<file path="src/rtl/lane_align_pkg.sv">
package lane_align_pkg;

  typedef enum logic [1:0] {
    SZ_BYTE = 2'b00,
    SZ_HALF = 2'b01,
    SZ_WORD = 2'b10,
    SZ_RSVD = 2'b11
  } acc_size_e;

  // number of bytes moved by an access of the given size
  function automatic int unsigned size_bytes(input logic [1:0] sz);
    case (sz)
      SZ_BYTE: size_bytes = 1;
      SZ_HALF: size_bytes = 2;
      default: size_bytes = 4;
    endcase
  endfunction

endpackage

</file>
<file path="src/rtl/lane_fault_check.sv">
module lane_fault_check #(
  parameter int OFF_W = 2
) (
  input  logic [1:0]       size,
  input  logic [OFF_W-1:0] off,
  output logic             misaligned
);
  import lane_align_pkg::*;

  always_comb begin
    case (size)
      SZ_BYTE: misaligned = 1'b0;
      SZ_HALF: misaligned = off[0];
      SZ_WORD: misaligned = |off[1:0];
      default: misaligned = 1'b1;
    endcase
  end

endmodule

</file>
<file path="src/rtl/lane_store_pack.sv">
module lane_store_pack #(
  parameter int DATA_W     = 32,
  parameter bit BIG_ENDIAN = 1'b0
) (
  input  logic [1:0]                     size,
  input  logic [$clog2(DATA_W/8)-1:0]    off,
  input  logic [DATA_W-1:0]              src,
  output logic [DATA_W/8-1:0]            be,
  output logic [DATA_W-1:0]              lanes
);
  import lane_align_pkg::*;

  localparam int NLANE = DATA_W / 8;
  localparam int OFF_W = $clog2(NLANE);

  int unsigned      nbytes;
  logic [OFF_W-1:0] base;
  logic [NLANE-1:0] mask;

  assign nbytes = size_bytes(size);

  generate
    if (BIG_ENDIAN) begin : g_big
      // lowest address lands on the most significant covered lane
      assign base = OFF_W'(NLANE - nbytes - 32'(off));
    end else begin : g_little
      assign base = off;
    end
  endgenerate

  assign mask = NLANE'((32'd1 << nbytes) - 32'd1);
  assign be   = mask << base;

  // replicate the low-order source bytes across the lanes
  for (genvar i = 0; i < NLANE; i++) begin : g_lane
    always_comb begin
      case (size)
        SZ_BYTE: lanes[8*i +: 8] = src[7:0];
        SZ_HALF: lanes[8*i +: 8] = src[8*(i%2) +: 8];
        default: lanes[8*i +: 8] = src[8*i +: 8];
      endcase
    end
  end

endmodule

</file>
<file path="src/rtl/lane_load_unpack.sv">
module lane_load_unpack #(
  parameter int DATA_W     = 32,
  parameter bit BIG_ENDIAN = 1'b0
) (
  input  logic [1:0]                  size,
  input  logic [$clog2(DATA_W/8)-1:0] off,
  input  logic                        uns,
  input  logic [DATA_W-1:0]           rdata,
  output logic [DATA_W-1:0]           result
);
  import lane_align_pkg::*;

  localparam int NLANE = DATA_W / 8;
  localparam int OFF_W = $clog2(NLANE);

  int unsigned       nbytes;
  logic [OFF_W-1:0]  base;
  logic [DATA_W-1:0] shifted;
  logic              fill;

  assign nbytes = size_bytes(size);

  generate
    if (BIG_ENDIAN) begin : g_big
      assign base = OFF_W'(NLANE - nbytes - 32'(off));
    end else begin : g_little
      assign base = off;
    end
  endgenerate

  assign shifted = rdata >> {base, 3'b000};

  always_comb begin
    fill = 1'b0;
    case (size)
      SZ_BYTE: begin
        fill   = ~uns & shifted[7];
        result = {{(DATA_W-8){fill}}, shifted[7:0]};
      end
      SZ_HALF: begin
        fill   = ~uns & shifted[15];
        result = {{(DATA_W-16){fill}}, shifted[15:0]};
      end
      default: result = shifted;
    endcase
  end

endmodule

</file>
<file path="src/rtl/mem_lane_align.sv">
module mem_lane_align #(
  parameter int ADDR_W     = 32,
  parameter int DATA_W     = 32,
  parameter bit BIG_ENDIAN = 1'b0
) (
  input  logic                clk,
  input  logic                rst,
  input  logic                req_valid,
  input  logic                req_write,
  input  logic [1:0]          req_size,
  input  logic                req_unsigned,
  input  logic [ADDR_W-1:0]   req_addr,
  input  logic [DATA_W-1:0]   req_wdata,
  input  logic                rsp_valid,
  input  logic [DATA_W-1:0]   rsp_rdata,
  output logic                bus_valid,
  output logic                bus_we,
  output logic [ADDR_W-1:0]   bus_addr,
  output logic [DATA_W/8-1:0] bus_be,
  output logic [DATA_W-1:0]   bus_wdata,
  output logic                fault,
  output logic                ld_valid,
  output logic [DATA_W-1:0]   ld_data
);
  import lane_align_pkg::*;

  localparam int NLANE = DATA_W / 8;
  localparam int OFF_W = $clog2(NLANE);

  logic [OFF_W-1:0]  req_off;
  logic              mis;
  logic              issue;
  logic [NLANE-1:0]  be_c;
  logic [DATA_W-1:0] lanes_c;
  logic [DATA_W-1:0] unpack_c;

  logic              pend_flag;
  logic [OFF_W-1:0]  pend_off;
  logic [1:0]        pend_size;
  logic              pend_uns;

  assign req_off = req_addr[OFF_W-1:0];
  assign issue   = req_valid & ~mis;

  lane_fault_check #(.OFF_W(OFF_W)) u_check (
    .size       (req_size),
    .off        (req_off),
    .misaligned (mis)
  );

  lane_store_pack #(.DATA_W(DATA_W), .BIG_ENDIAN(BIG_ENDIAN)) u_pack (
    .size  (req_size),
    .off   (req_off),
    .src   (req_wdata),
    .be    (be_c),
    .lanes (lanes_c)
  );

  lane_load_unpack #(.DATA_W(DATA_W), .BIG_ENDIAN(BIG_ENDIAN)) u_unpack (
    .size   (pend_size),
    .off    (pend_off),
    .uns    (pend_uns),
    .rdata  (rsp_rdata),
    .result (unpack_c)
  );

  always_ff @(posedge clk) begin
    if (rst) begin
      bus_valid <= 1'b0;
      bus_we    <= 1'b0;
      bus_addr  <= '0;
      bus_be    <= '0;
      bus_wdata <= '0;
      fault     <= 1'b0;
      ld_valid  <= 1'b0;
      ld_data   <= '0;
      pend_flag <= 1'b0;
      pend_off  <= '0;
      pend_size <= 2'b00;
      pend_uns  <= 1'b0;
    end else begin
      bus_valid <= issue;
      bus_we    <= issue & req_write;
      bus_addr  <= {req_addr[ADDR_W-1:OFF_W], {OFF_W{1'b0}}};
      bus_be    <= issue ? be_c : '0;
      bus_wdata <= lanes_c;
      fault     <= req_valid & mis;

      ld_valid  <= rsp_valid & pend_flag;
      if (rsp_valid & pend_flag) ld_data <= unpack_c;

      if (rsp_valid) pend_flag <= 1'b0;
      if (issue & ~req_write) begin
        pend_flag <= 1'b1;
        pend_off  <= req_off;
        pend_size <= req_size;
        pend_uns  <= req_unsigned;
      end
    end
  end

  // a bus access only follows an accepted request
  p_access_follows_req_r1: assert property (@(posedge clk) disable iff (rst)
    bus_valid |-> $past(req_valid));

  // a fault never reaches the bus
  p_fault_quiet_r2: assert property (@(posedge clk) disable iff (rst)
    fault |-> (bus_be == '0) && !bus_valid);

  // a misaligned word request must fault
  p_word_mis_faults_r2: assert property (@(posedge clk) disable iff (rst)
    ($past(req_valid) && $past(req_size) == SZ_WORD && $past(req_addr[1:0]) != 2'b00)
      |-> fault);

  // the number of enabled lanes matches the requested size
  p_lane_count_r3: assert property (@(posedge clk) disable iff (rst)
    bus_valid |-> ($countones(bus_be) == (1 << $past(req_size))));

  // a load result only follows a memory response
  p_ld_after_rsp_r8: assert property (@(posedge clk) disable iff (rst)
    ld_valid |-> $past(rsp_valid));

  // signed byte loads carry the sign upward
  p_byte_sext_r5: assert property (@(posedge clk) disable iff (rst)
    (ld_valid && !$past(pend_uns) && $past(pend_size) == SZ_BYTE)
      |-> (ld_data[DATA_W-1:8] == {(DATA_W-8){ld_data[7]}}));

  // unsigned byte loads carry zeros upward
  p_byte_zext_r6: assert property (@(posedge clk) disable iff (rst)
    (ld_valid && $past(pend_uns) && $past(pend_size) == SZ_BYTE)
      |-> (ld_data[DATA_W-1:8] == '0));

endmodule

</file>
<file path="config.mk">
export PLATFORM = sky130hd
export DESIGN_NAME = mem_lane_align
export DESIGN_NICKNAME = d
export VERILOG_FILES = /design/src/rtl/lane_align_pkg.sv /design/src/rtl/lane_fault_check.sv /design/src/rtl/lane_store_pack.sv /design/src/rtl/lane_load_unpack.sv /design/src/rtl/mem_lane_align.sv
export SDC_FILE = /design/constraint.sdc
export NUM_CORES = 1
export LEC_CHECK = 0
export ABC_CLOCK_PERIOD_IN_PS = 4750
export CORE_UTILIZATION = 57
export DETAILED_ROUTE_END_ITERATION = 6
export DONT_BUFFER_PORTS = 1
export PLACE_DENSITY = 0.83
export SKIP_LAST_GASP = 1
export SYNTH_ARGS = -nofsm -noshare
export SYNTH_HDL_FRONTEND = slang
export SYNTH_SLANG_ARGS = --single-unit
</file>
<file path="constraint.sdc">
create_clock -name clk -period 4.75 [get_ports clk]
set_clock_uncertainty 0.2 [all_clocks]
set_input_delay 0.7125 -clock clk [delete_from_list [all_inputs] [get_ports clk]]
set_output_delay 0.7125 -clock clk [all_outputs]
set_load 0.02 [all_outputs]
</file>
Word level (Yosys, flattened, before mapping)
Cells that the tools add are included.

cells by class
  $add $sub $neg = 1
  equal/unequal tests = 3
  shift-type cells = 3
  mux-type cells = 8
  bitwise gates (word level) = 11
  reduce and logical (&&, ||, !) cells = 6

operators by type and width
  kind                   number
  $pmux W32 S2           1
  $shr A32 B5 Y32        1
  $mux W8                2
  $pmux W8 S2            1
  $and A1 B1 Y1          7
  $pmux W3 S2            1
  $reduce_or A2 Y1       3
  $eq A2 B1 Y1 const B   2
  $logic_not A2 Y1       2
  $not A1 Y1             4
  $shl A1 B3 Y4 const A  1
  $shl A4 B2 Y4          1
  $sub A4 B1 Y4 const B  1
  $pmux W1 S3            1
  $eq A2 B2 Y1 const B   1
  $mux W1                2
  $reduce_bool A2 Y1     1

word-level totals
  flip-flop bits (word level) = 110
  bits of input ports = 104
  output and inout port bits = 104
  word-level logic and storage cells = 45

Logic depth before layout (Yosys ltp)
  word-level depth = 6
  gate-level depth with buffers = 9

By module
Synthesis repeated with hierarchy kept, for this count alone.

unflattened totals
  cells, all modules = 501
  area, all modules = 4,895.9 sq um

by module, submodules not included
  module            instances  cells each  area each (sq um)  sequential area each (sq um)
  mem_lane_align    1          323         3,554.7            2,162.1
  lane_load_unpack  1          103         768.2              0.0
  lane_store_pack   1          72          559.3              0.0
  lane_fault_check  1          3           13.8               0.0

Least setup slack after synthesis
Ideal clock, no wire load.

  path kind = input -> register
  from = input req_size[0]
  to = register bus_be[3]
  library setup time = 121 ps
  data arrival time = 2,274 ps
  setup slack = 2,155 ps
  cell stages on the path = 9
  cell sequence = buf_2 > nor2_2 > clkinv_1 > ha_1 > clkbuf_1 > nor2b_1 > a21oi_1 > a21oi_1 > nor2_1

between the ends
  cells in the longest elaborated chain, start to end = 6

ends and longest elaborated chain
  what                                                   RTL line              source
  from (decl)                                            mem_lane_align.sv:10  input logic [1:0] req_size,
  branches (longest 6 deep; another with $sub A4 B1 Y4)  --
  to (signal assigned)                                   mem_lane_align.sv:85  bus_be <= issue ? be_c : '0;
  to (decl)                                              mem_lane_align.sv:19  output logic [DATA_W/8-1:0] bus_be,

Parallel ways; which one is timed is not known.
A chain may end at the register's enable or synchronous reset.

Final worst setup path
  from = input req_size[1]
  to = register bus_wdata[27]

between the ends
  cells in the longest elaborated chain, start to end = 2

ends and longest elaborated chain
  what                                                     RTL line               source
  $eq A2 B1 Y1 / $logic_not A2 Y1 (equally long branches)  lane_store_pack.sv:37  case (size)
  $pmux W8 S2 (*)                                          lane_store_pack.sv:37
  to (signal assigned)                                     mem_lane_align.sv:86   bus_wdata <= lanes_c;
  to (decl)                                                mem_lane_align.sv:20   output logic [DATA_W-1:0] bus_wdata,

Mark *: on every way between the ends. The rest lies on a longest branch, timed or not.

==> metrics <==
Req. time, crit path=4.84 ns; # rows=30; Net Sw Power=0.438 mW; Die W=87.6 µm; Post-Syn Area=4170 µm²; Sequential Power Share=61.7%; port bufs=0; Hold WC Path Type=input pin to flip-flop; Top-Level Pins=208; Bufs on Longest Clock Path=2; clk root buf=clkbuf_8; CP Max Fanout=19; ant diodes=0; vias in the first global route=2880; Warnings, synthesis=0; Resized Gates After CTS=0; register area share after synthesis=51.8%; worst slew pin tran=1.08 ns; WHS=0.207 ns; CORE AREA=6940 µm²; first-pass GRT wire length=14400 µm; Pins Over Slew Limit=0; combinational power share=6.5%; Final Cycle Share=56.8%; Final min period=2.70 ns; CTS tree=built; Setup crit start kind=input pin; Post-synth ARST share=0%; Synth Area per Inst=9.68 µm²; most used cell along the critical path=nor2_1; worst path buffer plus inverter count=1; post-route ant nets=0; total track usage=24.6%; Sw Ratio=26.5%; Detailed Route WL=9680 µm; Final HPWL DP=7160 µm; Crit. End Element=flip-flop; Post CTS Setup Buffer Count=0; initial antenna violation count=0; fillcell total=590; DR WL/cell=18.7 µm; # hold bufs at CTS=0; starting density of the core=60.1%; first-pass iteration count of the detailed router=5; EDFF count, synth=0; via count=3000; P&R area growth vs syn=4.47%; Nets=523; final hold viol count=0; Syn Inst Count=431; number of setup violations in the final report=0; Critical Path Slowest Stage Cell=ha_1; Total Die Area=7670 µm²; RD Place Congestion=0.813; Clk pin slew, worst setup/hold paths=0.11 ns; worst path cell trace=nor2_2, clkinv_1, ha_1, nor2_1, a22oi_1, nor2_1; # clock sinks=108; final setup TNS=0 ns; max_cap viols=0; number of distinct library cells after synthesis=37; gr ovfl total=0; Clk pwr share=31.8%; CP Data Arrival Time=2.79 ns; Post-synth top flop=dfxtp_1; cts bufs inserted=9; Int Power=1.21 mW; WS Path Type=input pin to flip-flop; die span in y=87.6 µm; Pwr Density=378 nW/µm²; Max Freq=0.371 GHz; slowest stage delay, CP=0.58 ns; DRC errors left=0; Leak=1.59 nW; register bit count reported by yosys=108; initial drt markers=130; RSZ-0062 raised after global routing=false; largest net degree at the start of global routing=98; relative slew slack=28.1%; layout cells sized above 1=10.7%; H-tree depth=3; DR vias/cell=5.79; status=finished, final reports clean; delay-heaviest family, CP=simple AND/OR/NAND/NOR gates; Worst VDD drop=0.224 mV; clk_lat worst skew=0.36 ns
-- worst paths after layout --
kind / from / end / slack (ns) / cells past startpoint
worst max-delay path: req_size[1] / bus_wdata[27] / 2.05 / 6
worst min-delay path: req_addr[1] / bus_be[1] / 0.21 / 1
worst max register to register: pend_off[0] / ld_data[17] / 2.20 / 4
worst min register to register: pend_flag / pend_flag / 0.29 / 2
-- power groups by stage --
stage	Sequential, mW	Combinational [mW]	Clock [mW]
6_report	1.02	0.107	0.525
5_1_grt	1.02	0.120	0.571
4_1_cts	1.02	0.107	0.534
3_5_place_dp	1.04	0.107	0
3_3_place_gp	1.04	0.103	0
2_1_floorplan	1.03	0.109	0
-- layer usage --
| layer | up-vias | wire length, µm | GRT usage, % |
|---|---|---|---|
| li1 | 1437 | - | - |
| met1 | 1385 | 3440 | 26.6 |
| met2 | 161 | 5000 | 43.8 |
| met3 | 17 | 1020 | 8.95 |
| met4 | 0 | 212 | 9.84 |
| met5 | - | 0 | 0 |
-- cell usage in the layout (no fill, tap or decap), drive strengths merged, types with 2 or more instances in the layout --
| cell type | instances |
|---|---|
| ha | 2 |
| mux2i | 27 |
| o211ai | 8 |
| mux2 | 15 |
| a22oi | 8 |
| nor3b | 2 |
| clkinv | 4 |
| a21oi | 31 |
| nor3 | 3 |
| nand2 | 50 |
| nand2b | 5 |
| a211oi | 17 |
| nand3 | 4 |
| nor2 | 44 |
| a22o | 7 |
| o21ai | 12 |
| conb | 2 |
| nand3b | 3 |
| clkbuf | 11 |
| nor2b | 42 |
| inv | 6 |
| dfxtp | 108 |
| a311oi | 2 |
-- worst register-to-register path: stages (launching register included) --
cell and delay [ns]:
dfxtp_1 0.69, mux2i_1 0.28, a311oi_1 0.13, a31oi_2 0.91, a211oi_1 0.17
-- cell families (layout without fill, tap and decap cells) --
kind of cell | count (synthesis) | in the layout | share of synthesized area (%)
AND/OR/NAND/NOR | 157 | 157 | 17.9
buffers and inverters | 33 | 23 | 3.69
other | 1 | 2 | 0.0898
AO/OA/AOI/OAI | 87 | 87 | 14.7
adder cells (fa/ha/maj) | 2 | 2 | 0.599
multiplexers | 43 | 43 | 11.2
flip-flops | 108 | 108 | 51.8
-- cell usage after synthesis, types with 6 or more instances --
master | number | area share [%]
a211oi_1 | 7 | 1.3
clkbuf_1 | 14 | 1.3
nand2_1 | 50 | 4.5
o211ai_1 | 8 | 1.4
a211oi_2 | 10 | 3.0
mux2_2 | 15 | 4.0
a22o_1 | 7 | 1.5
dfxtp_1 | 108 | 52
buf_2 | 6 | 0.72
o21ai_0 | 11 | 1.3
a21oi_1 | 31 | 3.7
a22oi_1 | 8 | 1.4
nor2_1 | 43 | 3.9
mux2i_1 | 27 | 6.5
nor2b_1 | 42 | 6.3
-- through the flow --
stage / total power [mW] / cells / cell area, µm² / setup slack, ns / utilization (%)
6_report: 1.65 / 518 / 4360 / 2.05 / 62.8
5_1_grt: 1.72 / 518 / 4360 / 1.79 / 62.8
4_1_cts: 1.66 / 518 / 4360 / 2.07 / 62.8
3_5_place_dp: 1.15 / 502 / 4170 / 1.70 / 60.1
3_3_place_gp: 1.14 / 502 / 4170 / 1.88 / 60.1
2_1_floorplan: 1.14 / 432 / 4180 / 2.15 / -
-- cell type report --
class | count | area [µm²] | share of cell area, %
inverters | 6 | 22.5 | 0.516
multi-input cells | 291 | 1860 | 42.7
repair buffers | 1 | 7.51 | 0.172
well taps | 96 | 120 | 2.75
clock buffers | 11 | 141 | 3.24
clock inverters | 5 | 45.0 | 1.03
flip-flops and latches | 108 | 2160 | 49.6
-- registers in the layout, indices dropped and copies added (netlist names), 2 cells and up --
register / flops
pend_off: 2
bus_wdata: 32
ld_data: 32
pend_size: 2
bus_addr: 30
bus_be: 4
Note: power is estimated with default switching activity, not from simulation.
